### config.mk
export PLATFORM = sky130hd
export DESIGN_NAME = spkt_capture_fifo
export DESIGN_NICKNAME = d
export VERILOG_FILES = /design/src/rtl/spkt_pkg.sv /design/src/rtl/spkt_occupancy.sv /design/src/rtl/spkt_store.sv /design/src/rtl/spkt_irq_flags.sv /design/src/rtl/spkt_capture_fifo.sv
export SDC_FILE = /design/constraint.sdc
export NUM_CORES = 1
export LEC_CHECK = 0
export ABC_AREA = 0
export ABC_CLOCK_PERIOD_IN_PS = 3900
export CAP_MARGIN = 20
export CORE_MARGIN = 8
export CORE_UTILIZATION = 45
export CTS_CLUSTER_SIZE = 28
export DETAILED_ROUTE_END_ITERATION = 16
export DONT_BUFFER_PORTS = 1
export HOLD_SLACK_MARGIN = 0.03
export PLACE_DENSITY = 0.6
export SYNTH_ARGS = -nofsm -noshare
export SYNTH_HDL_FRONTEND = slang
export SYNTH_SLANG_ARGS = --single-unit
### constraint.sdc
create_clock -name clk -period 3.9 [get_ports clk]
set_input_delay 0.78 -clock clk [delete_from_list [all_inputs] [get_ports clk]]
set_output_delay 0.78 -clock clk [all_outputs]
set_load 0.01 [all_outputs]
### src/rtl/spkt_pkg.sv
package spkt_pkg;
  localparam int unsigned DT_W    = 6;
  localparam int unsigned VC_W    = 2;
  localparam int unsigned DATA_W  = 16;
  localparam int unsigned ENTRY_W = DATA_W + VC_W + DT_W;
  localparam int unsigned WORD_W  = 32;

  // Packed layout sets the read-word bit positions: data high, type low.
  typedef struct packed {
    logic [DATA_W-1:0] data;
    logic [VC_W-1:0]   vc;
    logic [DT_W-1:0]   dt;
  } spkt_entry_t;

  function automatic logic [WORD_W-1:0] spkt_word(input spkt_entry_t e);
    return {{(WORD_W-ENTRY_W){1'b0}}, e};
  endfunction
endpackage

### src/rtl/spkt_occupancy.sv
module spkt_occupancy #(
  parameter int unsigned DEPTH = 31,
  parameter int unsigned PTR_W = $clog2(DEPTH),
  parameter int unsigned CNT_W = $clog2(DEPTH + 1)
) (
  input  logic             clk,
  input  logic             rst_n,
  input  logic             soft_clr,
  input  logic             push_req,
  input  logic             pop_req,
  output logic             push_ok,
  output logic             pop_ok,
  output logic             drop,
  output logic [PTR_W-1:0] wr_ptr,
  output logic [PTR_W-1:0] rd_ptr,
  output logic             full,
  output logic             nempty
);
  localparam logic [CNT_W-1:0] CNT_MAX = CNT_W'(DEPTH);
  localparam logic [PTR_W-1:0] PTR_LAST = PTR_W'(DEPTH - 1);

  logic [CNT_W-1:0] cnt_q, cnt_d;
  logic [PTR_W-1:0] wp_q, wp_d, rp_q, rp_d;
  logic             upd_en;

  function automatic logic [PTR_W-1:0] ptr_inc(input logic [PTR_W-1:0] p);
    return (p == PTR_LAST) ? '0 : p + 1'b1;
  endfunction

  always_comb begin
    full    = (cnt_q == CNT_MAX);
    nempty  = (cnt_q != '0);
    pop_ok  = pop_req && nempty && !soft_clr;
    push_ok = push_req && !soft_clr && (!full || pop_ok);
    drop    = push_req && !soft_clr && full && !pop_ok;
  end

  always_comb begin
    cnt_d = cnt_q;
    wp_d  = wp_q;
    rp_d  = rp_q;
    if (soft_clr) begin
      cnt_d = '0;
      wp_d  = '0;
      rp_d  = '0;
    end else begin
      if (push_ok) wp_d = ptr_inc(wp_q);
      if (pop_ok)  rp_d = ptr_inc(rp_q);
      if (push_ok && !pop_ok)      cnt_d = cnt_q + 1'b1;
      else if (pop_ok && !push_ok) cnt_d = cnt_q - 1'b1;
    end
  end

  assign upd_en = soft_clr || push_ok || pop_ok;

  always_ff @(posedge clk or negedge rst_n) begin
    if (!rst_n) begin
      cnt_q <= '0;
      wp_q  <= '0;
      rp_q  <= '0;
    end else if (upd_en) begin
      cnt_q <= cnt_d;
      wp_q  <= wp_d;
      rp_q  <= rp_d;
    end
  end

  assign wr_ptr = wp_q;
  assign rd_ptr = rp_q;
endmodule

### src/rtl/spkt_store.sv
module spkt_store
  import spkt_pkg::*;
#(
  parameter int unsigned DEPTH = 31,
  parameter int unsigned PTR_W = $clog2(DEPTH)
) (
  input  logic             clk,
  input  logic             wr_en,
  input  logic [PTR_W-1:0] wr_ptr,
  input  spkt_entry_t      wr_entry,
  input  logic [PTR_W-1:0] rd_ptr,
  output spkt_entry_t      rd_entry
);
  spkt_entry_t slot_q [DEPTH];

  // Data slots carry no reset; the top gates the read word while empty.
  for (genvar g = 0; g < DEPTH; g++) begin : g_slot
    logic slot_en;
    assign slot_en = wr_en && (wr_ptr == PTR_W'(g));
    always_ff @(posedge clk) begin
      if (slot_en) slot_q[g] <= wr_entry;
    end
  end

  assign rd_entry = slot_q[rd_ptr];
endmodule

### src/rtl/spkt_irq_flags.sv
module spkt_irq_flags (
  input  logic clk,
  input  logic rst_n,
  input  logic soft_clr,
  input  logic push_ok,
  input  logic drop,
  input  logic held_any,
  input  logic clr_ne,
  input  logic clr_ovf,
  output logic irq_ne,
  output logic irq_ov
);
  logic ne_q, ne_d, ov_q, ov_d;

  always_comb begin
    ne_d = ne_q;
    ov_d = ov_q;
    if (soft_clr) begin
      ne_d = 1'b0;
      ov_d = 1'b0;
    end else begin
      // Clear wins this edge; re-arm follows on the next while entries remain.
      if (clr_ne)                   ne_d = 1'b0;
      else if (push_ok || held_any) ne_d = 1'b1;
      // A same-cycle drop beats the clear so no overflow goes unseen.
      if (drop)         ov_d = 1'b1;
      else if (clr_ovf) ov_d = 1'b0;
    end
  end

  always_ff @(posedge clk or negedge rst_n) begin
    if (!rst_n) begin
      ne_q <= 1'b0;
      ov_q <= 1'b0;
    end else begin
      ne_q <= ne_d;
      ov_q <= ov_d;
    end
  end

  assign irq_ne = ne_q;
  assign irq_ov = ov_q;
endmodule

### src/rtl/spkt_capture_fifo.sv
module spkt_capture_fifo
  import spkt_pkg::*;
#(
  parameter int unsigned DEPTH = 31
) (
  input  logic              clk,
  input  logic              rst_n,
  input  logic              soft_clr,
  input  logic              pkt_valid,
  input  logic [DT_W-1:0]   pkt_dtype,
  input  logic [VC_W-1:0]   pkt_vchan,
  input  logic [DATA_W-1:0] pkt_data,
  input  logic              rd_pop,
  input  logic              irq_clr_ne,
  input  logic              irq_clr_ovf,
  output logic [WORD_W-1:0] rd_word,
  output logic              sts_full,
  output logic              sts_nempty,
  output logic              irq_nempty,
  output logic              irq_ovf
);
  localparam int unsigned PTR_W = $clog2(DEPTH);
  localparam int unsigned CNT_W = $clog2(DEPTH + 1);

  logic             push_ok, pop_ok, drop;
  logic [PTR_W-1:0] wr_ptr, rd_ptr;
  spkt_entry_t      in_entry, head_entry;

  assign in_entry = '{data: pkt_data, vc: pkt_vchan, dt: pkt_dtype};

  spkt_occupancy #(.DEPTH(DEPTH), .PTR_W(PTR_W), .CNT_W(CNT_W)) u_occ (
    .clk      (clk),
    .rst_n    (rst_n),
    .soft_clr (soft_clr),
    .push_req (pkt_valid),
    .pop_req  (rd_pop),
    .push_ok  (push_ok),
    .pop_ok   (pop_ok),
    .drop     (drop),
    .wr_ptr   (wr_ptr),
    .rd_ptr   (rd_ptr),
    .full     (sts_full),
    .nempty   (sts_nempty)
  );

  spkt_store #(.DEPTH(DEPTH), .PTR_W(PTR_W)) u_store (
    .clk      (clk),
    .wr_en    (push_ok),
    .wr_ptr   (wr_ptr),
    .wr_entry (in_entry),
    .rd_ptr   (rd_ptr),
    .rd_entry (head_entry)
  );

  spkt_irq_flags u_flags (
    .clk      (clk),
    .rst_n    (rst_n),
    .soft_clr (soft_clr),
    .push_ok  (push_ok),
    .drop     (drop),
    .held_any (sts_nempty),
    .clr_ne   (irq_clr_ne),
    .clr_ovf  (irq_clr_ovf),
    .irq_ne   (irq_nempty),
    .irq_ov   (irq_ovf)
  );

  assign rd_word = sts_nempty ? spkt_word(head_entry) : '0;
endmodule

==> summary.txt, run 1 <==
Global route
  – Gr usage total: 0.187
  – Vias in the first global route: 14800
  – Grt total ovfl: 0
  – Initial antenna violation count: 1
  – Global-route wire length before repair: 102000 µm
  – Largest net degree at the start of global routing: 63

Place
  – Routability Congestion: 0.806
  – Placed instance area: 0.0315 mm²
  – DP Wirelength: 41200 µm
  – I/O Buffers: 0
  – Pre-CTS WS: 472 ps

Die
  – Die W: 273 µm
  – Initial Util: 0.454
  – Core Rows: 94
  – # IOs: 67
  – Die Height: 273 µm
  – Core Area: 0.0656 mm²
  – DIE AREA: 0.0747 mm²

Worst setup path
  – Cell family with most CP delay: multiplexers
  – Req. time, crit path: 3120 ps
  – Reg-to-reg slack, setup: 730 ps
  – RR Startpoint: u_occ.cnt_q[1]
  – Worst Path Max Fanout: 21
  – Worst path cell trace: buf_12, buf_4, mux4_2, a211oi_2, a21oi_1, and3_1
  – Startpoint Class: flip-flop
  – Slowest stage cell, crit path: mux4_2
  – Critical path class: flip-flop to output port
  – FF-to-FF End: u_occ.cnt_q[4]
  – Buf/Inv on CP: 2
  – Critical Path AT: 3020 ps
  – Worst Reg2Reg Path Length in Cells: 9
  – Max incr delay on CP: 570 ps
  – Setup crit end kind: output port

Detailed routing
  – DR WL/cell: 28.6 µm
  – Iter 0 DRT Violations: 1583
  – DRC Markers: 0
  – Final ANT Viol Nets: 0
  – Vias post-DR: 14700
  – Vias per cell: 5.91
  – First drt pass iteration count: 5
  – Post-Route WL: 70900 µm

Synth
  – FF+latch count, synth: 761
  – Ys async rst share: 0.0223
  – Synth Area in Simple Gates: 0.0205
  – Most used DFF post-synth: edfxtp_1
  – Largest family of logic cells by synthesized area: multiplexers
  – Yosys cell types: 62
  – Post-synth EDFFs: 744
  – Post-synthesis mux area share: 0.139
  – Synth Area in Adders: 0.00529
  – Post-Syn Area per Cell: 20.5 µm²
  – Sequential share of the synthesized area: 0.764
  – Post-synthesis cell area: 0.0298 mm²
  – Yosys Warn Count: 0
  – Cells after Synth: 1453
  – Post-synthesis compound-gate area fraction: 0.0485
  – Post-Synth XOR/XNOR Area: 0.000882

Timing
  – Worst Skew: 13.8 ps
  – Final setup fails: 0
  – Final Hold Viols: 0
  – Transition time of the tightest slew-check pin: 1050 ps
  – Setup slack after layout: 99.4 ps
  – RSZ-0062 raised after global routing: yes
  – Rel. slew slack: 0.300
  – Max Fclk: 0.263 GHz
  – Tmin final: 3800 ps
  – Tcrit/Tclk final: 0.975
  – Fin. max-slew vios: 0

Clock network
  – Clk_lat worst skew: 620 ps
  – CTS Sinks: 761
  – Inserted Clock Buffers: 76
  – CTS tree: done
  – Clock transition at path regs: 60 ps
  – Root buffer cell: clkbuf_16
  – Bufs on Longest Clock Path: 3
  – H-Tree Depth: 3

Run status
  – Status: completed

Min path
  – WHS Path Cells: 1
  – Hold Path Class: primary input to flip-flop
  – Hold Crit Start: soft_clr
  – Hold EP: u_occ.cnt_q[2]

Pwr
  – Total power: 19.9 mW
  – Leakage: 10.5 nW
  – Power density over the cells: 587 mW/mm²
  – Maximum VDD drop: 0.293 mV

Finish
  – Commonest non-fill, non-tap cell in the layout: edfxtp_1
  – Layout Nets: 1601
  – Most frequent cells in the layout: 744 x edfxtp_1, 148 x mux4_2, 92 x buf_4, 81 x mux2i_1, 80 x clkbuf_16
  – Ant. Diodes: 0
  – Area Overhead vs Synth: 14.0%
  – Final instance area: 0.0340 mm²
  – Share of cells above drive strength 1: 0.250
  – Fin util: 0.518

Run
  – MaxCap Viol Count: 0
state kept, by name (all words and copies together), names as in the netlist:
| register | count |
|---|---|
| u_flags.irq_ne | 1 |
| u_flags.irq_ov | 1 |
| u_occ.cnt_q | 5 |
| u_occ.rd_ptr | 5 |
| u_occ.wr_ptr | 5 |
| u_store.slot_q | 744 |
metal layers:
| metal | vias to the layer above | global-route usage | share of wire |
|---|---|---|---|
| met5 | - | 0 | 0 |
| met4 | 0 | 0.0475 | 0.018 |
| met3 | 80 | 0.0348 | 0.069 |
| met2 | 528 | 0.296 | 0.48 |
| met1 | 7813 | 0.268 | 0.44 |
| li1 | 6231 | - | - |
how the worst max path moves through the flow:
stage	to	cells after the start	startpoint	slack, ps
CTS	rd_word[16]	6	u_occ.rd_ptr[1]	3
global placement	rd_word[16]	6	u_occ.rd_ptr[1]	550
finish	rd_word[10]	6	u_occ.rd_ptr[0]	100
detailed placement	rd_word[16]	6	u_occ.rd_ptr[1]	470
floorplan	u_occ.cnt_q[4]	10	rd_pop	680
global route	rd_word[10]	6	u_occ.rd_ptr[0]	-10
logic make-up after synthesis:
kind of cell               count (synthesis)
DFF                                      761
xor gates and xnor gates                   3
adders and majority gates                 12
buffers and inverters                    104
AOI/OAI and AO/OA                        210
muxes                                    229
and+or+nand+nor                          133
other                                      1
cell usage after synthesis, types with 7 or more instances:
library cell	number	share of area
clkbuf_1	24	0.0030
buf_1	7	0.00088
ha_1	11	0.0046
inv_1	13	0.0016
edfxtp_1	744	0.75
a21oi_1	37	0.0062
mux4_2	148	0.11
a21o_1	12	0.0030
mux2i_1	81	0.027
a211oi_1	16	0.0040
buf_2	25	0.0042
a221oi_1	10	0.0029
buf_6	10	0.0038
o211ai_1	10	0.0025
a22o_1	10	0.0029
nand2_1	40	0.0050
buf_4	14	0.0035
nand3_1	10	0.0017
a2bb2oi_1	8	0.0024
dfrtp_1	17	0.014
nor2_1	55	0.0069
a22oi_1	24	0.0060
o21ai_0	30	0.0050
o22ai_1	28	0.0059
final cells by class:
type,count,area [µm²]
Fill cell,5138,31700
Sequential cell,761,22800
Multi-Input combinational cell,595,6660
Clock buffer,104,2080
Tap cell,864,1080
Timing Repair Buffer,110,1030
Clock inverter,30,288
Inverter,14,52.6
power by group:
group | internal (mW) | switching, mW | total [mW]
Clock | 4.07 | 2.96 | 7.03
Combinational | 1.74 | 1.93 | 3.68
Sequential | 9.10 | 0.117 | 9.22
Total | 14.9 | 5.02 | 19.9
stage by stage:
stage	hold slack (ps)	TNS [ps]	instances
after floorplan	484	0	1460
after global placement	485	0	2335
after detailed placement	485	0	2335
after CTS	195	0	2474
after global routing	197	-14.9	2478
final	226	0	2478
what timing repair did:
item	in CTS	in global routing
endpoints found under the setup margin	22	11
gates resized for setup	4	1
hold buffers	1	0
hold endpoints to repair	17	0
buffers inserted	4	3
cloned	0	1
No activity file was read; power rests on OpenSTA's default activity.
==> inputs of run 2 (changes only) <==
--- a/config.mk
+++ b/config.mk
@@ -15,6 +15,7 @@
 export DONT_BUFFER_PORTS = 1
 export HOLD_SLACK_MARGIN = 0.03
 export PLACE_DENSITY = 0.6
+export REMOVE_ABC_BUFFERS = 1
 export SYNTH_ARGS = -nofsm -noshare
 export SYNTH_HDL_FRONTEND = slang
 export SYNTH_SLANG_ARGS = --single-unit
==> run 2 against run 1 <==
Clock power fell by 3.4%. Clock skew rose by 8.6 ps. Register-to-register slack got worse by 90 ps. Critical path depth fell by 1. Setup slack improved by 41 ps. Non-clock buffer count rose by 6. Cell count rose by 0.48%. Maximum frequency rose by 1.1%. Via count rose by 1.6%. Power fell by 2.5%. Critical endpoint is now rd_word[16].
==> summary.txt, run 2 (synthesis results as in run 1) <==
Place
  – Placed instance area: 0.0317 mm² (was 0.0315 mm²)
  – I/O Buffers: 0 (unchanged)
  – Routability Congestion: 0.781 (was 0.806)
  – Pre-CTS WS: 642 ps (was 472 ps)
  – DP Wirelength: 41900 µm (was 41200 µm)

Run status
  – Status: completed (unchanged)

Detailed routing
  – Final ANT Viol Nets: 0 (unchanged)
  – Post-Route WL: 73500 µm (was 70900 µm)
  – DR WL/cell: 29.5 µm (was 28.6 µm)
  – Metal2 WL: 34200 µm (was 33800 µm)
  – Iter 0 DRT Violations: 1637 (was 1583)
  – First drt pass iteration count: 5 (unchanged)
  – Vias post-DR: 14900 (was 14700)
  – M1 wire length: 31000 µm (was 30900 µm)
  – DR WL met3: 6130 µm (was 4910 µm)
  – Vias per cell: 5.98 (was 5.91)
  – Top routing layer in use: met5 (was met4)
  – DRC Markers: 0 (unchanged)

Clock network
  – Post-CTS resize count: 0 (was 4)
  – H-Tree Depth: 3 (unchanged)
  – CTS tree: done (unchanged)
  – Clk_lat worst skew: 620 ps (about the same)
  – CTS Sinks: 761 (unchanged)
  – Inserted Clock Buffers: 77 (was 76)
  – Bufs on Longest Clock Path: 3 (unchanged)
  – Root buffer cell: clkbuf_16 (unchanged)
  – Clock transition at path regs: 60 ps (about the same)

Worst setup path
  – Worst path cell trace: nand2b_1, o22ai_1, a21o_1, a221oi_1, buf_4 (was buf_12, buf_4, mux4_2, a211oi_2, a21oi_1, and3_1)
  – Worst Path Max Fanout: 22 (was 21)
  – Req. time, crit path: 3120 ps (about the same)
  – Setup crit end kind: output port (unchanged)
  – Startpoint Class: flip-flop (unchanged)
  – Slowest stage cell, crit path: dfrtp_2 (was mux4_2)
  – Critical Path AT: 2980 ps (was 3020 ps)
  – Critical path class: flip-flop to output port (unchanged)
  – Max incr delay on CP: 690 ps (was 570 ps)

Global route
  – Grt total ovfl: 0 (unchanged)
  – Vias in the first global route: 15000 (was 14800)
  – Gr usage total: 0.197 (was 0.187)
  – Global-route wire length before repair: 106000 µm (was 102000 µm)
  – Largest net degree at the start of global routing: 68 (was 63)
  – Initial antenna violation count: 0 (was 1)

Timing
  – Worst hold slack: 215 ps (was 226 ps)
  – Final setup fails: 0 (unchanged)
  – Fin. max-slew vios: 0 (unchanged)
  – Worst Skew: 22.4 ps (was 13.8 ps)
  – Max Fclk: 0.266 GHz (was 0.263 GHz)
  – Transition time of the tightest slew-check pin: 985 ps (was 1050 ps)
  – Final Hold Viols: 0 (unchanged)
  – Tmin final: 3760 ps (was 3800 ps)
  – RSZ-0062 raised after global routing: no (was yes)
  – Setup slack after layout: 141 ps (was 99.4 ps)
  – Setup TNS: 0 ps (unchanged)
  – Rel. slew slack: 0.344 (was 0.300)
  – Tcrit/Tclk final: 0.964 (was 0.975)

Finish
  – Most frequent cells in the layout: 744 x edfxtp_1, 148 x mux4_2, 94 x buf_4, 81 x mux2i_1, 80 x clkbuf_16 (was 744 x edfxtp_1, 148 x mux4_2, 92 x buf_4, 81 x mux2i_1, 80 x clkbuf_16)
  – Largest register FFs: 744 (unchanged)
  – Fill cell count: 5134 (was 5138)
  – Final instance area: 0.0340 mm² (about the same)
  – Share of cells above drive strength 1: 0.253 (was 0.250)
  – Area Overhead vs Synth: 14.1% (was 14.0%)
  – Layout Nets: 1608 (was 1601)
  – Commonest non-fill, non-tap cell in the layout: edfxtp_1 (unchanged)
  – Most flops, register: u_store.slot_q (unchanged)
  – Ant. Diodes: 0 (unchanged)

Pwr
  – Leakage: 10.6 nW (was 10.5 nW)
  – Power density over the cells: 571 mW/mm² (was 587 mW/mm²)
  – Total power: 19.4 mW (was 19.9 mW)
  – Switch share: 0.247 (was 0.252)
  – Int Power: 14.6 mW (was 14.9 mW)
  – Comb power frac: 0.174 (was 0.185)
  – Seq pwr share: 0.476 (was 0.463)
  – Switching pwr: 4.80 mW (was 5.02 mW)
  – Maximum VDD drop: 0.310 mV (was 0.293 mV)
  – Clk pwr share: 0.350 (was 0.353)

Min path
  – Hold Path Class: primary input to flip-flop (unchanged)

Die
  – DIE AREA: 0.0747 mm² (unchanged)
  – Core Area: 0.0656 mm² (unchanged)
  – Initial Util: 0.454 (unchanged)
  – Core Rows: 94 (unchanged)
  – Die Height: 273 µm (unchanged)
  – Die W: 273 µm (unchanged)
  – # IOs: 67 (unchanged)

Run
  – MaxCap Viol Count: 0 (unchanged)
-- run 2: cell count changes in the layout (fill, tap and decap cells not counted), sizes merged --
cell,delta
buf,+7
bufinv,-4
clkbuf,-6
clkinv,+12
clkinvlp,+2
inv,+1
-- run 2: layout make-up --
cell class                 instances  area [µm²]  share of cell area
clock inverter                    41         230             0.00677
timing repair buffer             116        1140              0.0336
inverter                          14        52.6             0.00155
tap                              864        1080              0.0318
sequential                       761       22800               0.670
multi-input combinational        595        6650               0.196
clock buffer                      99        2070              0.0610
-- run 2: critical path, delay by kind of cell, from the launching register on --
| family | cells | cell delay (ps) |
|---|---|---|
| buffers and inverters | 1 | 210 |
| AOI/OAI and AO/OA | 3 | 820 |
| DFF | 1 | 690 |
| and+or+nand+nor | 1 | 630 |
-- run 2: repair_timing --
item | in CTS | in global routing
setup endpoints to repair | 4 | 1
setup buffers | 1 | 1
hold buffers | 1 | 0
endpoints found under the hold margin | 17 | 0
-- run 2: power by group through the flow --
stage	combinational [mW]	sequential, mW	clock (mW)
after floorplan	2.30	9.71	0
after CTS	3.46	9.25	6.92
after detailed placement	3.39	9.44	0
after global routing	3.65	9.26	7.20
final	3.39	9.25	6.79
after global placement	3.38	9.43	0
-- run 2: worst paths after layout --
path	start	to	slack [ps]	depth (start not counted)
max	u_occ.rd_ptr[2]	rd_word[16]	140	5
min	soft_clr	u_occ.cnt_q[2]	220	1
max reg2reg	u_occ.cnt_q[0]	u_occ.cnt_q[4]	640	9
min reg2reg	u_flags.irq_ov	u_flags.irq_ov	600	2
max in group asynchronous	rst_n	u_occ.rd_ptr[1]	2460	1
min in group asynchronous	rst_n	u_flags.irq_ov	760	1
-- run 2: metrics by stage --
stage,cells,util
floorplan,1370,-
global placement,2347,0.482
detailed placement,2347,0.482
CTS,2489,0.518
global route,2490,0.518
finish,2490,0.518
-- run 2: layer usage --
layer  track usage  vias up
li1              -     6262
met1         0.276     7925
met2         0.303      599
met3        0.0446       96
met4        0.0662        2
met5       0.00460        -
==> inputs of run 3 (changes only) <==
--- a/config.mk
+++ b/config.mk
@@ -8,7 +8,7 @@
 export ABC_AREA = 0
 export ABC_CLOCK_PERIOD_IN_PS = 3900
 export CAP_MARGIN = 20
-export CORE_MARGIN = 8
+export CORE_ASPECT_RATIO = 1.1
 export CORE_UTILIZATION = 45
 export CTS_CLUSTER_SIZE = 28
 export DETAILED_ROUTE_END_ITERATION = 16
==> run 3 against run 2 <==
Register-to-register slack improved by 130 ps. Routed wire length is 1.4% lower. Combinational power fell by 3%. The flow now finishes with violations (DRC). Power is essentially flat. Critical endpoint is now rd_word[2]. Non-clock buffer count fell by 13. Clock skew fell by 0.73 ps. Clock power grew 1%.
==> summary.txt, run 3 (synthesis results as in run 1) <==
Timing
  – Max Fclk: 0.265 GHz (was 0.266 GHz)
  – RSZ-0062 raised after global routing: no (unchanged)
  – Worst hold slack: 222 ps (was 215 ps)
  – Tmin final: 3770 ps (was 3760 ps)
  – Final setup fails: 0 (unchanged)
  – Worst Skew: 21.7 ps (was 22.4 ps)
  – Transition time of the tightest slew-check pin: 860 ps (was 985 ps)
  – Tcrit/Tclk final: 0.967 (was 0.964)
  – Final Hold Viols: 0 (unchanged)
  – Setup TNS: 0 ps (unchanged)
  – Fin. max-slew vios: 0 (unchanged)
  – Rel. slew slack: 0.425 (was 0.344)

Worst setup path
  – Req. time, crit path: 3120 ps (about the same)
  – Worst Path Max Fanout: 13 (was 22)
  – Reg-to-reg slack, setup: 770 ps (was 640 ps)
  – Startpoint Class: flip-flop (unchanged)
  – Critical path class: flip-flop to output port (unchanged)
  – Setup crit end kind: output port (unchanged)
  – Worst Reg2Reg Path Length in Cells: 9 (unchanged)
  – Critical Path AT: 2990 ps (was 2980 ps)
  – RR Startpoint: u_occ.cnt_q[1] (was u_occ.cnt_q[0])
  – FF-to-FF End: u_occ.cnt_q[4] (unchanged)

Finish
  – Fin util: 0.520 (was 0.518)
  – Largest register FFs: 744 (unchanged)
  – Most frequent cells in the layout: 744 x edfxtp_1, 148 x mux4_2, 81 x mux2i_1, 76 x clkbuf_16, 75 x buf_4 (was 744 x edfxtp_1, 148 x mux4_2, 94 x buf_4, 81 x mux2i_1, 80 x clkbuf_16)
  – Final instance area: 0.0340 mm² (about the same)
  – Commonest non-fill, non-tap cell in the layout: edfxtp_1 (unchanged)
  – Ant. Diodes: 0 (unchanged)
  – Share of cells above drive strength 1: 0.249 (was 0.253)
  – Most flops, register: u_store.slot_q (unchanged)
  – Layout Nets: 1593 (was 1608)
  – Area Overhead vs Synth: 13.9% (was 14.1%)

Die
  – Initial Util: 0.457 (was 0.454)
  – Die W: 247 µm (was 273 µm)
  – DIE AREA: 0.0673 mm² (was 0.0747 mm²)
  – Die Height: 272 µm (was 273 µm)
  – Core Rows: 98 (was 94)
  – Core Area: 0.0652 mm² (was 0.0656 mm²)
  – # IOs: 67 (unchanged)

Pwr
  – Switch share: 0.245 (was 0.247)
  – Maximum VDD drop: 0.309 mV (was 0.310 mV)
  – Comb power frac: 0.170 (was 0.174)
  – Int Power: 14.7 mW (was 14.6 mW)
  – Clk pwr share: 0.354 (was 0.350)
  – Seq pwr share: 0.476 (about the same)
  – Total power: 19.4 mW (about the same)
  – Leakage: 10.5 nW (was 10.6 nW)
  – Switching pwr: 4.76 mW (was 4.80 mW)
  – Power density over the cells: 572 mW/mm² (was 571 mW/mm²)

Detailed routing
  – Vias per cell: 6.06 (was 5.98)
  – Post-Route WL: 72400 µm (was 73500 µm)
  – DR WL/cell: 29.5 µm (about the same)
  – Iter 0 DRT Violations: 1557 (was 1637)
  – Vias post-DR: 14900 (unchanged)
  – First drt pass iteration count: 11 (was 5)
  – Final ANT Viol Nets: 0 (unchanged)
  – DRC Markers: 4 (was 0)

Min path
  – Hold EP: u_occ.rd_ptr[4] (was u_occ.cnt_q[2])
  – WHS Path Cells: 1 (unchanged)
  – Hold Path Class: primary input to flip-flop (unchanged)
  – Hold Crit Start: soft_clr (unchanged)

Global route
  – Initial antenna violation count: 0 (unchanged)
  – Global-route wire length before repair: 105000 µm (was 106000 µm)
  – Vias in the first global route: 14900 (was 15000)
  – Gr usage total: 0.220 (was 0.197)
  – Largest net degree at the start of global routing: 48 (was 68)
  – Grt total ovfl: 0 (unchanged)

Clock network
  – Bufs on Longest Clock Path: 3 (unchanged)
  – CTS Sinks: 761 (unchanged)
  – Clk_lat worst skew: 610 ps (was 620 ps)
  – H-Tree Depth: 3 (unchanged)
  – Inserted Clock Buffers: 75 (was 77)
  – Root buffer cell: clkbuf_16 (unchanged)
  – CTS tree: done (unchanged)
  – Clock transition at path regs: 60 ps (about the same)

Run status
  – Failing checks: DRC
  – Status: complete, but fails checks (was completed)

Run
  – MaxCap Viol Count: 0 (unchanged)

Place
  – Placed instance area: 0.0316 mm² (was 0.0317 mm²)
  – I/O Buffers: 0 (unchanged)
  – Routability Congestion: 0.755 (was 0.781)
  – DP Wirelength: 41500 µm (was 41900 µm)
==> run 3: power groups by stage <==
stage / logic [mW] / clock network (mW) / registers [mW]
floorplan: 2.30 / 0 / 9.71
global placement: 3.30 / 0 / 9.43
detailed placement: 3.31 / 0 / 9.43
CTS: 3.36 / 7.01 / 9.25
global route: 3.55 / 7.31 / 9.26
finish: 3.30 / 6.87 / 9.25
==> run 3: final cells by class <==
cell class	count	area, µm²
tap	850	1060
multi-input combinational	595	6650
timing repair buffer	103	1090
sequential	761	22800
fill	5092	31300
clock buffer	90	1950
inverter	14	52.6
clock inverter	45	360
==> run 3: what timing repair did <==
action,CTS,global route
setup buffers,1,0
gates resized for setup,1,3
hold buffers,1,0
setup endpoints to repair,4,8
endpoints found under the hold margin,17,0
==> run 3: routing by layer <==
layer | wire [µm] | GRT usage | share of wire | vias to the layer above
met5 | 64 | 0.00717 | 0.00088 | -
met1 | 30000 | 0.310 | 0.41 | 7940
met3 | 5260 | 0.0410 | 0.073 | 122
li1 | - | - | - | 6226
met4 | 2080 | 0.0785 | 0.029 | 2
met2 | 35000 | 0.344 | 0.48 | 594
==> run 3: worst max path at each step <==
stage / start / slack, ps / to / depth (start not counted)
final: u_occ.rd_ptr[3] / 130 / rd_word[2] / 6
after detailed placement: u_occ.rd_ptr[1] / 600 / rd_word[3] / 6
after floorplan: u_occ.rd_ptr[0] / -5790 / rd_word[11] / 4
after global routing: u_occ.rd_ptr[0] / 20 / rd_word[16] / 7
after global placement: u_occ.rd_ptr[1] / 610 / rd_word[3] / 6
after CTS: u_occ.rd_ptr[3] / 0.5 / rd_word[2] / 6
==> run 3: stage by stage <==
stage / worst slack, ps / instances
after floorplan: -5790 / 1370
after global placement: 615 / 2321
after detailed placement: 603 / 2321
after CTS: 0.508 / 2458
after global routing: 22.7 / 2458
final: 128 / 2458
==> run 3: critical path: stages (launching register included) <==
cell	delay (ps)
dfrtp_1	630
buf_4	300
or2_2	360
o22ai_1	160
a21o_1	190
a221oi_1	490
buf_4	210
